$ cat src/rtl/rxd_pkg.sv
package rxd_pkg;

  typedef enum logic [1:0] {
    ST_IDLE = 2'b00,
    ST_POLL = 2'b01,
    ST_DET  = 2'b10
  } ch_st_t;

  // microseconds to clock cycles for a clock given in kHz, never below 2
  function automatic int us_to_cycles(input int us, input int khz);
    int c;
    c = (us * khz) / 1000;
    return (c < 2) ? 2 : c;
  endfunction

  // consecutive positive results needed for a mode code
  function automatic logic [1:0] hits_needed(input logic [2:0] mode_code);
    case (mode_code)
      3'd1:    return 2'd3;
      3'd2:    return 2'd2;
      default: return 2'd1;
    endcase
  endfunction

  function automatic logic is_bypass(input logic [2:0] mode_code);
    return mode_code == 3'd0;
  endfunction

endpackage

$ cat src/rtl/rxd_pd_filter.sv
module rxd_pd_filter #(
  parameter int PD_CYC = 20
) (
  input  logic clk,
  input  logic rst_n,
  input  logic pwr_dn,
  output logic restart_long
);
  localparam int PW = $clog2(PD_CYC + 1);

  logic [PW-1:0] hi_cnt;

  always_ff @(posedge clk or negedge rst_n) begin
    if (!rst_n) begin
      hi_cnt <= '0;
    end else if (pwr_dn) begin
      if (hi_cnt < PW'(PD_CYC)) hi_cnt <= hi_cnt + 1'b1;
    end else begin
      hi_cnt <= '0;
    end
  end

  assign restart_long = !pwr_dn && (hi_cnt >= PW'(PD_CYC));
endmodule

$ cat src/rtl/rxd_channel.sv
module rxd_channel
  import rxd_pkg::*;
#(
  parameter int POLL_CYC = 15
) (
  input  logic       clk,
  input  logic       rst_n,
  input  logic       hold,
  input  logic       bypass,
  input  logic       restart,
  input  logic [1:0] need,
  input  logic       det_hit,
  output logic       det_req,
  output ch_st_t     st
);
  localparam int TW = $clog2(POLL_CYC);

  logic [TW-1:0] tmr;
  logic [1:0]    run;
  logic          poll_due;
  logic [2:0]    run_next;

  assign poll_due = (st == ST_POLL) && (tmr == TW'(POLL_CYC - 1));
  assign det_req  = poll_due && !hold && !bypass;
  assign run_next = {1'b0, run} + 3'd1;

  always_ff @(posedge clk or negedge rst_n) begin
    if (!rst_n) begin
      st  <= ST_POLL;
      tmr <= '0;
      run <= '0;
    end else if (hold) begin
      st  <= st;
    end else if (bypass) begin
      st  <= ST_IDLE;
      tmr <= '0;
      run <= '0;
    end else if (restart) begin
      st  <= ST_POLL;
      tmr <= '0;
      run <= '0;
    end else if (st == ST_POLL) begin
      if (poll_due) begin
        tmr <= '0;
        if (det_hit) begin
          if (run_next >= {1'b0, need}) begin
            st  <= ST_DET;
            run <= '0;
          end else begin
            run <= run_next[1:0];
          end
        end else begin
          run <= '0;
        end
      end else begin
        tmr <= tmr + 1'b1;
      end
    end
  end
endmodule

$ cat src/rtl/rxd_term_det_ctrl.sv
module rxd_term_det_ctrl
  import rxd_pkg::*;
#(
  parameter int NCH     = 4,
  parameter int CLK_KHZ = 100000,
  parameter int POLL_US = 150,
  parameter int PD_US   = 200,
  localparam int CW     = (NCH > 1) ? $clog2(NCH) : 1
) (
  input  logic             clk,
  input  logic             rst_n,
  input  logic             pwr_dn,
  input  logic             sel_evt,
  input  logic [2:0]       mode,
  input  logic             reg_wr,
  input  logic [CW-1:0]    reg_ch,
  input  logic [NCH-1:0]   det_hit,
  output logic [NCH-1:0]   det_req,
  output logic [NCH-1:0]   term_50,
  output logic [2*NCH-1:0] ch_status
);
  localparam int POLL_CYC = us_to_cycles(POLL_US, CLK_KHZ);
  localparam int PD_CYC   = us_to_cycles(PD_US, CLK_KHZ);

  // named internal events
  logic           restart_long;
  logic           restart_all;
  logic           mode_bypass;
  logic [1:0]     need;
  logic [NCH-1:0] restart_ch;

  assign mode_bypass = is_bypass(mode);
  assign need        = hits_needed(mode);
  assign restart_all = restart_long || (sel_evt && !pwr_dn);

  rxd_pd_filter #(.PD_CYC(PD_CYC)) pd_i (
    .clk          (clk),
    .rst_n        (rst_n),
    .pwr_dn       (pwr_dn),
    .restart_long (restart_long)
  );

  for (genvar i = 0; i < NCH; i++) begin : g_ch
    ch_st_t st;

    assign restart_ch[i] = restart_all || (reg_wr && (reg_ch == CW'(i)));

    rxd_channel #(.POLL_CYC(POLL_CYC)) ch_i (
      .clk     (clk),
      .rst_n   (rst_n),
      .hold    (pwr_dn),
      .bypass  (mode_bypass),
      .restart (restart_ch[i]),
      .need    (need),
      .det_hit (det_hit[i]),
      .det_req (det_req[i]),
      .st      (st)
    );

    assign ch_status[2*i +: 2] = st;
    assign term_50[i] = !pwr_dn && (mode_bypass || (st == ST_DET));
  end
endmodule

$ cat config.mk
export PLATFORM = sky130hd
export DESIGN_NAME = rxd_term_det_ctrl
export DESIGN_NICKNAME = d
export VERILOG_FILES = /design/src/rtl/rxd_pkg.sv /design/src/rtl/rxd_pd_filter.sv /design/src/rtl/rxd_channel.sv /design/src/rtl/rxd_term_det_ctrl.sv
export SDC_FILE = /design/constraint.sdc
export NUM_CORES = 1
export LEC_CHECK = 0
export ABC_AREA = 1
export BUFFER_PORTS_ARGS = -buffer_cell sky130_fd_sc_hd__buf_2
export CAP_MARGIN = 10
export CORE_MARGIN = 2
export CORE_UTILIZATION = 35
export CTS_BUF_LIST = sky130_fd_sc_hd__clkbuf_16
export DETAILED_ROUTE_END_ITERATION = 6
export GPL_ROUTABILITY_DRIVEN = 0
export SLEW_MARGIN = 20
export SYNTH_ARGS = -nofsm -noshare
export SYNTH_HDL_FRONTEND = slang
export SYNTH_HIERARCHICAL = 1
export SYNTH_SLANG_ARGS = --single-unit
$ cat constraint.sdc
create_clock -name clk -period 2.48 [get_ports clk]
set_input_delay 0.372 -clock clk [delete_from_list [all_inputs] [get_ports clk]]
set_output_delay 0.372 -clock clk [all_outputs]
set_load 0.02 [all_outputs]
==> results by group, run 1 <==
STA
  • Highest clock rate: 459 MHz
  • RSZ-0062 raised after global routing: false
  • TNS Setup: 0 ps
  • Final worst setup slack: 301 ps
  • Min Tclk post-route: 2180 ps
  • Final Hold Fails: 0
  • Measured slew at the worst slew-check pin: 520 ps
  • Clk_skew: 7.90 ps
  • Slew margin rel.: 65.3%
  • Final period util: 87.9%
  • Max-slew violations: 0
  • Count of final setup violators: 0

Yosys
  • Post-synth top cells: nand2_1, nor2_1, inv_1
  • Synth area leaders: dfrtp_1, nand2_1, nor2_1
  • Syn Nets: 930
  • Synthesized netlist cell count: 898
  • Synth area leader: dfrtp_1
  • Mapped Avg Cell Area: 6.71 um2
  • Mapped Area: 6030 um2
  • Post-synth top area share: 34.5%
  • Sequential element share of the synthesized area: 36.2%
  • Number of flops mapped to enable cells by yosys: 0
  • Async set-reset flop share out of synthesis: 100%
  • Yosys Warn Count: 6
  • #FFs+latches synth: 87
  • Most numerous cell in the Yosys netlist: nand2_1
  • Distinct cell type count after synthesis: 31
  • Prevailing post-synth register cell: dfrtp_1

Floorplanning
  • Chip width: 135 um
  • Full die area: 18,300 um2
  • Ports: 30
  • Starting Density: 36.1%
  • Core outline area: 16,700 um2
  • Placement row count: 47
  • Die Y: 135 um

Critical path
  • Req. time, crit path: 2730 ps
  • Critical path data arrival time: 2430 ps
  • Crit-path max FO: 10
  • Crit path launch type: flop
  • Crit. End Element: flop
  • CP Class: reg -> reg

Flow run
  • Max-Cap Viols: 0

Power
  • Sw power: 1540 uW
  • Sequential share of power: 43.4%
  • Fraction of power spent switching nets: 36.9%
  • Leakage power: 0.00343 uW
  • Combinational Power Share: 25.0%
  • Internal power: 2640 uW
  • Max VDD drop: 0.000404 V
  • Clock power frac: 31.6%
  • Power per cell area: 615 nW/um2

Clocking
  • # clock sinks: 87
  • Root Buffer: clkbuf_16
  • CTS Buf Count: 9
  • CTS tree: yes
  • Post_cts resized: 0
  • H-tree depth: 3
  • Clock buffer depth: 2
  • Reg clk slew, reported paths: 70 ps
  • Worst-Skew Late Latency: 350 ps

Worst hold path
  • HP Class: in -> reg

GRT
  • Number of global-route vias before repair: 4,942
  • Initial antenna violation count: 1
  • Total global routing overflow: 0
  • Largest net degree at the start of global routing: 52
  • First-pass GRT wire length: 23,700 um
  • GRT Util Overall: 16.3%

Detailed routing
  • Antenna Nets Post-Route: 0
  • Initial drt markers: 356
  • Wire length per cell: 12.0 um
  • First-pass DRT Iterations: 5
  • Vias: 5,408
  • Drt drc: 0
  • Routed WL: 14,100 um
  • Via density: 4.62

Cells and area
  • Layout area overhead: 12.8%
  • Fill cells: 1,785
  • Nets@finish: 977
  • Final non-filler cell total: 1,171
  • Share of cells above drive strength 1: 13.8%

Placement
  • Inst Count DP: 1,153
  • DP HPWL: 10,500 um
  • Pre-CTS setup slack: 131 ps
  • IO buf count: 29

Outcome
  • Status: finished clean
## cell type report
class / instances / area (um2) / share of cell area (%)
clock buffer: 9 / 225 / 3.31
clock inverter: 7 / 53.8 / 0.791
sequential: 87 / 2180 / 32.1
antenna: 1 / 2.50 / 0.0368
timing repair buffer: 40 / 245 / 3.61
inverter: 142 / 554 / 8.15
tap: 220 / 275 / 4.05
multi-input combinational: 665 / 3260 / 48.0
## sequential cells by signal (all words and copies together) (netlist names)
register and count:
g_ch.ch_i/st 8, g_ch.ch_i/run 8, pd_i/hi_cnt 15, g_ch.ch_i/tmr 56
## worst paths after layout
check / endpoint / slack, ps / start / cells past startpoint
hold reg to reg: g_ch[0].ch_i/st[0] / 490 / g_ch[0].ch_i/st[0] / 2
max in group asynchronous: g_ch[3].ch_i/st[0] / 1240 / rst_n / 3
hold / removal: g_ch[1].ch_i/st[1] / 400 / det_hit[1] / 5
setup / recovery: g_ch[0].ch_i/run[1] / 300 / pd_i/hi_cnt[6] / 16
setup reg to reg: g_ch[0].ch_i/run[1] / 300 / pd_i/hi_cnt[6] / 16
min in group asynchronous: g_ch[0].ch_i/tmr[9] / 530 / rst_n / 2
## kinds of logic (layout without fill, tap and decap cells)
| kind of cell | Yosys count | count (layout) | synth area share (%) |
|---|---|---|---|
| xor+xnor | 18 | 18 | 2.62 |
| flops | 87 | 87 | 36.2 |
| buf+inv | 146 | 198 | 9.71 |
| compound gates | 28 | 28 | 2.64 |
| simple gates | 601 | 601 | 44.6 |
| other cells | 0 | 1 | 0 |
| fa+ha+maj | 18 | 18 | 4.23 |
## power groups by stage
stage                     logic, uW  registers (uW)  clock network, uW
after detailed placement       1060            1840                  0
after global routing           1210            1850               1430
after floorplan                 702            1860                  0
after global placement         1040            1840                  0
final                          1050            1820               1320
after CTS                      1060            1820               1370
## stage by stage
step                      hold WS, ps  instance area (um2)  util (%)  power, uW
after floorplan                  76.4                 6030         -       2560
after global placement            377                 6510      39.0       2880
after detailed placement          377                 6510      39.0       2900
after CTS                         381                 6800      40.7       4250
after global routing              416                 6800      40.7       4490
final                             397                 6800      40.7       4180
## timing repair
item	in CTS	in global routing
endpoints found under the hold margin	6	0
setup endpoints to repair	0	0
hold buffers	1	0
buffers inserted	0	0
## routing by layer
| metal | track usage, % | share of wire, % | up-vias |
|---|---|---|---|
| li1 | - | - | 2872 |
| met1 | 22.9 | 51 | 2445 |
| met2 | 25.4 | 44 | 79 |
| met3 | 3.33 | 3.8 | 12 |
| met4 | 5.21 | 1.4 | 0 |
| met5 | 0 | 0 | - |
## cells in the final DEF (no fill, tap or decap), drive strengths merged
| cell | Yosys | layout |
|---|---|---|
| ha | 14 | 14 |
| dlygate4sd3 | 0 | 1 |
| diode | 0 | 1 |
| clkbuf | 0 | 9 |
| fa | 4 | 4 |
| nand4 | 30 | 30 |
| xor2 | 13 | 13 |
| or2 | 3 | 3 |
| xnor2 | 5 | 5 |
| nor2 | 161 | 161 |
| nor4b | 4 | 4 |
| nand2 | 317 | 317 |
| a21oi | 14 | 14 |
| o21ai | 14 | 14 |
| inv | 137 | 140 |
| buf | 4 | 39 |
| dfstp | 4 | 4 |
| clkinv | 5 | 9 |
| nand3 | 66 | 66 |
| dfrtp | 83 | 83 |
| nor3 | 20 | 20 |
## worst max-delay path: stages (launching register included)
cell and delay, ps:
dfrtp_1 450, nor2_1 110, nand2_1 60, nand2_1 70
nand2_2 70, nand2_2 70, nor2_1 60, a21oi_4 150
o21ai_2 140, nor2_4 220, nand2_2 90, nand2_4 140
inv_4 90, nand2_4 150, inv_4 80, nand2_1 60
nand2_1 40
No activity file was read; power rests on OpenSTA's default activity.
==> run 2: changes to the inputs <==
CORE_UTILIZATION = 55   (was 35)
PLACE_DENSITY = 0.73   (was not set)
==> run 2 against run 1 <==
  * Final cell count is 7.3% lower
  * First-iteration DRC count is 0.28% higher
  * Highest routed layer unchanged
  * Sequential share of layout area is 0.70 points higher
  * Largest power group unchanged
  * Clock-buffer cell count stayed put
  * Clock power is 5% lower
  * Critical path depth stayed put
  * Combinational power hardly changed
  * Setup slack worse by 15 ps
  * Register-to-register slack hardly changed
  * Critical endpoint is now g_ch[3].ch_i/run[0]
==> results by group, run 2 (same netlist as run 1, synthesis figures left out) <==
Outcome
  • Status: finished clean

Power
  • Clock power frac: 30.6% (-1.0 points)
  • Combinational Power Share: 25.3% (+0.3 points)
  • Internal power: 2630 uW (-0.45%)
  • Max VDD drop: 0.000403 V (-0.38%)
  • Leakage power: 0.00340 uW (-1.1%)
  • Fraction of power spent switching nets: 36.3% (-0.68 points)
  • Power per cell area: 619 nW/um2 (+0.64%)
  • Sw power: 1490 uW (-3.3%)
  • Sequential share of power: 44.0% (+0.6 points)

Floorplanning
  • Die Y: 109 um (-20%)
  • Ports: 30 (unchanged)
  • Placement row count: 38 (-19%)
  • Full die area: 11,800 um2 (-35%)
  • Starting Density: 56.1% (+20 points)
  • Chip width: 109 um (-20%)
  • Core outline area: 10,700 um2 (-36%)

GRT
  • GRT Util Overall: 24.3% (+7.9 points)
  • First-pass GRT wire length: 22,900 um (-3.6%)
  • Total global routing overflow: 0 (unchanged)
  • Largest net degree at the start of global routing: 49 (-5.8%)
  • Initial antenna violation count: 1 (unchanged)
  • Number of global-route vias before repair: 5,093 (+3.1%)

Placement
  • IO buf count: 29 (unchanged)
  • DP HPWL: 9710 um (-7.5%)

Clocking
  • Postcts setup bufs: 0 (unchanged)
  • CTS tree: yes
  • Hold Buf Count CTS: 0 (-1)
  • Post_cts resized: 0 (unchanged)
  • Root Buffer: clkbuf_16
  • CTS Buf Count: 9 (unchanged)
  • Clock buffer depth: 2 (unchanged)
  • Worst-Skew Late Latency: 340 ps (about the same)
  • # clock sinks: 87 (unchanged)
  • Reg clk slew, reported paths: 70 ps (about the same)
  • H-tree depth: 3 (unchanged)

Critical path
  • Crit-path max FO: 10 (unchanged)
  • Req. time, crit path: 2720 ps (about the same)
  • CP Cell Sequence: nor2_1, nand2_1, nand2_1, nand2_2, nand2_2, nor2_1, a21oi_4, nand2_1, nor2_4, nand2_2, nand2_4, inv_4, nand2_4, inv_4, nand2_1, nand2_1
  • CP max stage cell: dfrtp_1
  • Critical path data arrival time: 2430 ps (about the same)
  • Crit. End Element: flop
  • CP Class: reg -> reg
  • Most frequent cell on the critical path: nand2_1
  • CP peak stage delay: 430 ps (-20 ps)
  • Crit path launch type: flop

Cells and area
  • Share of cells above drive strength 1: 13.2% (-0.56 points)
  • Area of the multi-input gates: 3260 um2 (unchanged)
  • Utilization after layout: 61.9% (+21 points)
  • Commonest non-fill, non-tap cell in the layout: nand2_1
  • Most frequent cells in the layout: nand2_1, nor2_1, inv_1
  • Max FFs per register: 56 (unchanged)
  • Nets@finish: 972 (-0.51%)
  • Top Registers: g_ch.ch_i/tmr (56), pd_i/hi_cnt (15)
  • Fill cells: 1,080 (-39%)
  • FF/Latch Area: 2180 um2 (unchanged)
  • Largest reg by FF count: g_ch.ch_i/tmr
  • Layout area overhead: 10.4%

STA
  • Final period util: 88.5% (+0.60 points)
  • Measured slew at the worst slew-check pin: 518 ps (-1.77 ps)
  • Slew margin rel.: 65.4% (+0.12 points)
  • Count of final setup violators: 0 (unchanged)
  • RSZ-0062 raised after global routing: false
  • Min Tclk post-route: 2190 ps (+14.9 ps)
  • Max-slew violations: 0 (unchanged)
  • Highest clock rate: 456 MHz (-0.68%)
  • TNS Setup: 0 ps (unchanged)
  • Clk_skew: 8.10 ps (+0.204 ps)
  • Final Hold Fails: 0 (unchanged)

Detailed routing
  • First-pass DRT Iterations: 5 (unchanged)
  • Wire length per cell: 12.0 um (-0.67%)
  • Routed WL: 13,000 um (-7.9%)
  • Antenna Nets Post-Route: 0 (unchanged)
  • Vias: 5,414 (+0.11%)
  • Drt drc: 0 (unchanged)
  • Via density: 4.99 (+7.9%)
  • Initial drt markers: 357 (+0.28%)

Worst hold path
  • HP Class: in -> async

Flow run
  • Max-Cap Viols: 0 (unchanged)
run 2: changes by cell type in the layout (fill, tap and decap cells not counted):
| cell | delta |
|---|---|
| clkinvlp_4 | +2 |
| buf_4 | -4 |
| inv_6 | -2 |
| dlygate4sd3_1 | -1 |
| clkinv_1 | +2 |
| clkinv_2 | -2 |
run 2: area by class of cell:
class | count | share of cell area (%)
inverter | 142 | 8.33
antenna | 1 | 0.0376
multi-input combinational | 665 | 49.0
sequential | 87 | 32.8
clock inverter | 7 | 0.733
timing repair buffer | 35 | 3.08
tap | 140 | 2.63
clock buffer | 9 | 3.38
run 2: worst paths after layout:
check                      slack, ps  cells after the start                  end               start
setup / recovery                 290                     16  g_ch[3].ch_i/run[0]      pd_i/hi_cnt[5]
hold / removal                   0.4                      1  g_ch[0].ch_i/tmr[9]               rst_n
setup reg to reg                 290                     16  g_ch[3].ch_i/run[0]      pd_i/hi_cnt[5]
hold reg to reg                  490                      2   g_ch[3].ch_i/st[0]  g_ch[3].ch_i/st[0]
max in group asynchronous       1790                      2   g_ch[1].ch_i/st[0]               rst_n
min in group clk                 410                      5  g_ch[1].ch_i/run[1]          det_hit[1]
run 2: power by group through the flow:
| stage | combinational, uW | clock (uW) | sequential, uW |
|---|---|---|---|
| floorplan | 702 | 0 | 1860 |
| global placement | 1020 | 0 | 1840 |
| detailed placement | 1050 | 0 | 1840 |
| CTS | 1050 | 1300 | 1820 |
| global route | 1210 | 1380 | 1850 |
| finish | 1040 | 1260 | 1810 |
run 2: critical path, delay by kind of cell, from the launching register on:
family | cells | cell delay [ps]
AND/OR/NAND/NOR | 13 | 1320
flip-flops | 1 | 430
AO/OA/AOI/OAI | 1 | 180
buffers and inverters | 2 | 150
run 2: routing by layer:
layer	vias to the layer above	wire length, um	GRT usage, %
met5	-	0	0
met4	0	206	7.14
met3	16	395	3.77
met2	80	5950	39.9
met1	2461	6430	33.2
li1	2857	-	-
run 2: through the flow:
stage	total power, uW	setup WS (ps)	area (um2)	hold WS [ps]	std cells
after floorplan	2560	406	6030	76.4	898
after global placement	2860	233	6380	386	1069
after detailed placement	2890	142	6380	389	1069
after CTS	4170	281	6650	20.9	1085
after global routing	4440	101	6650	45.8	1085
final	4120	286	6650	0.351	1086
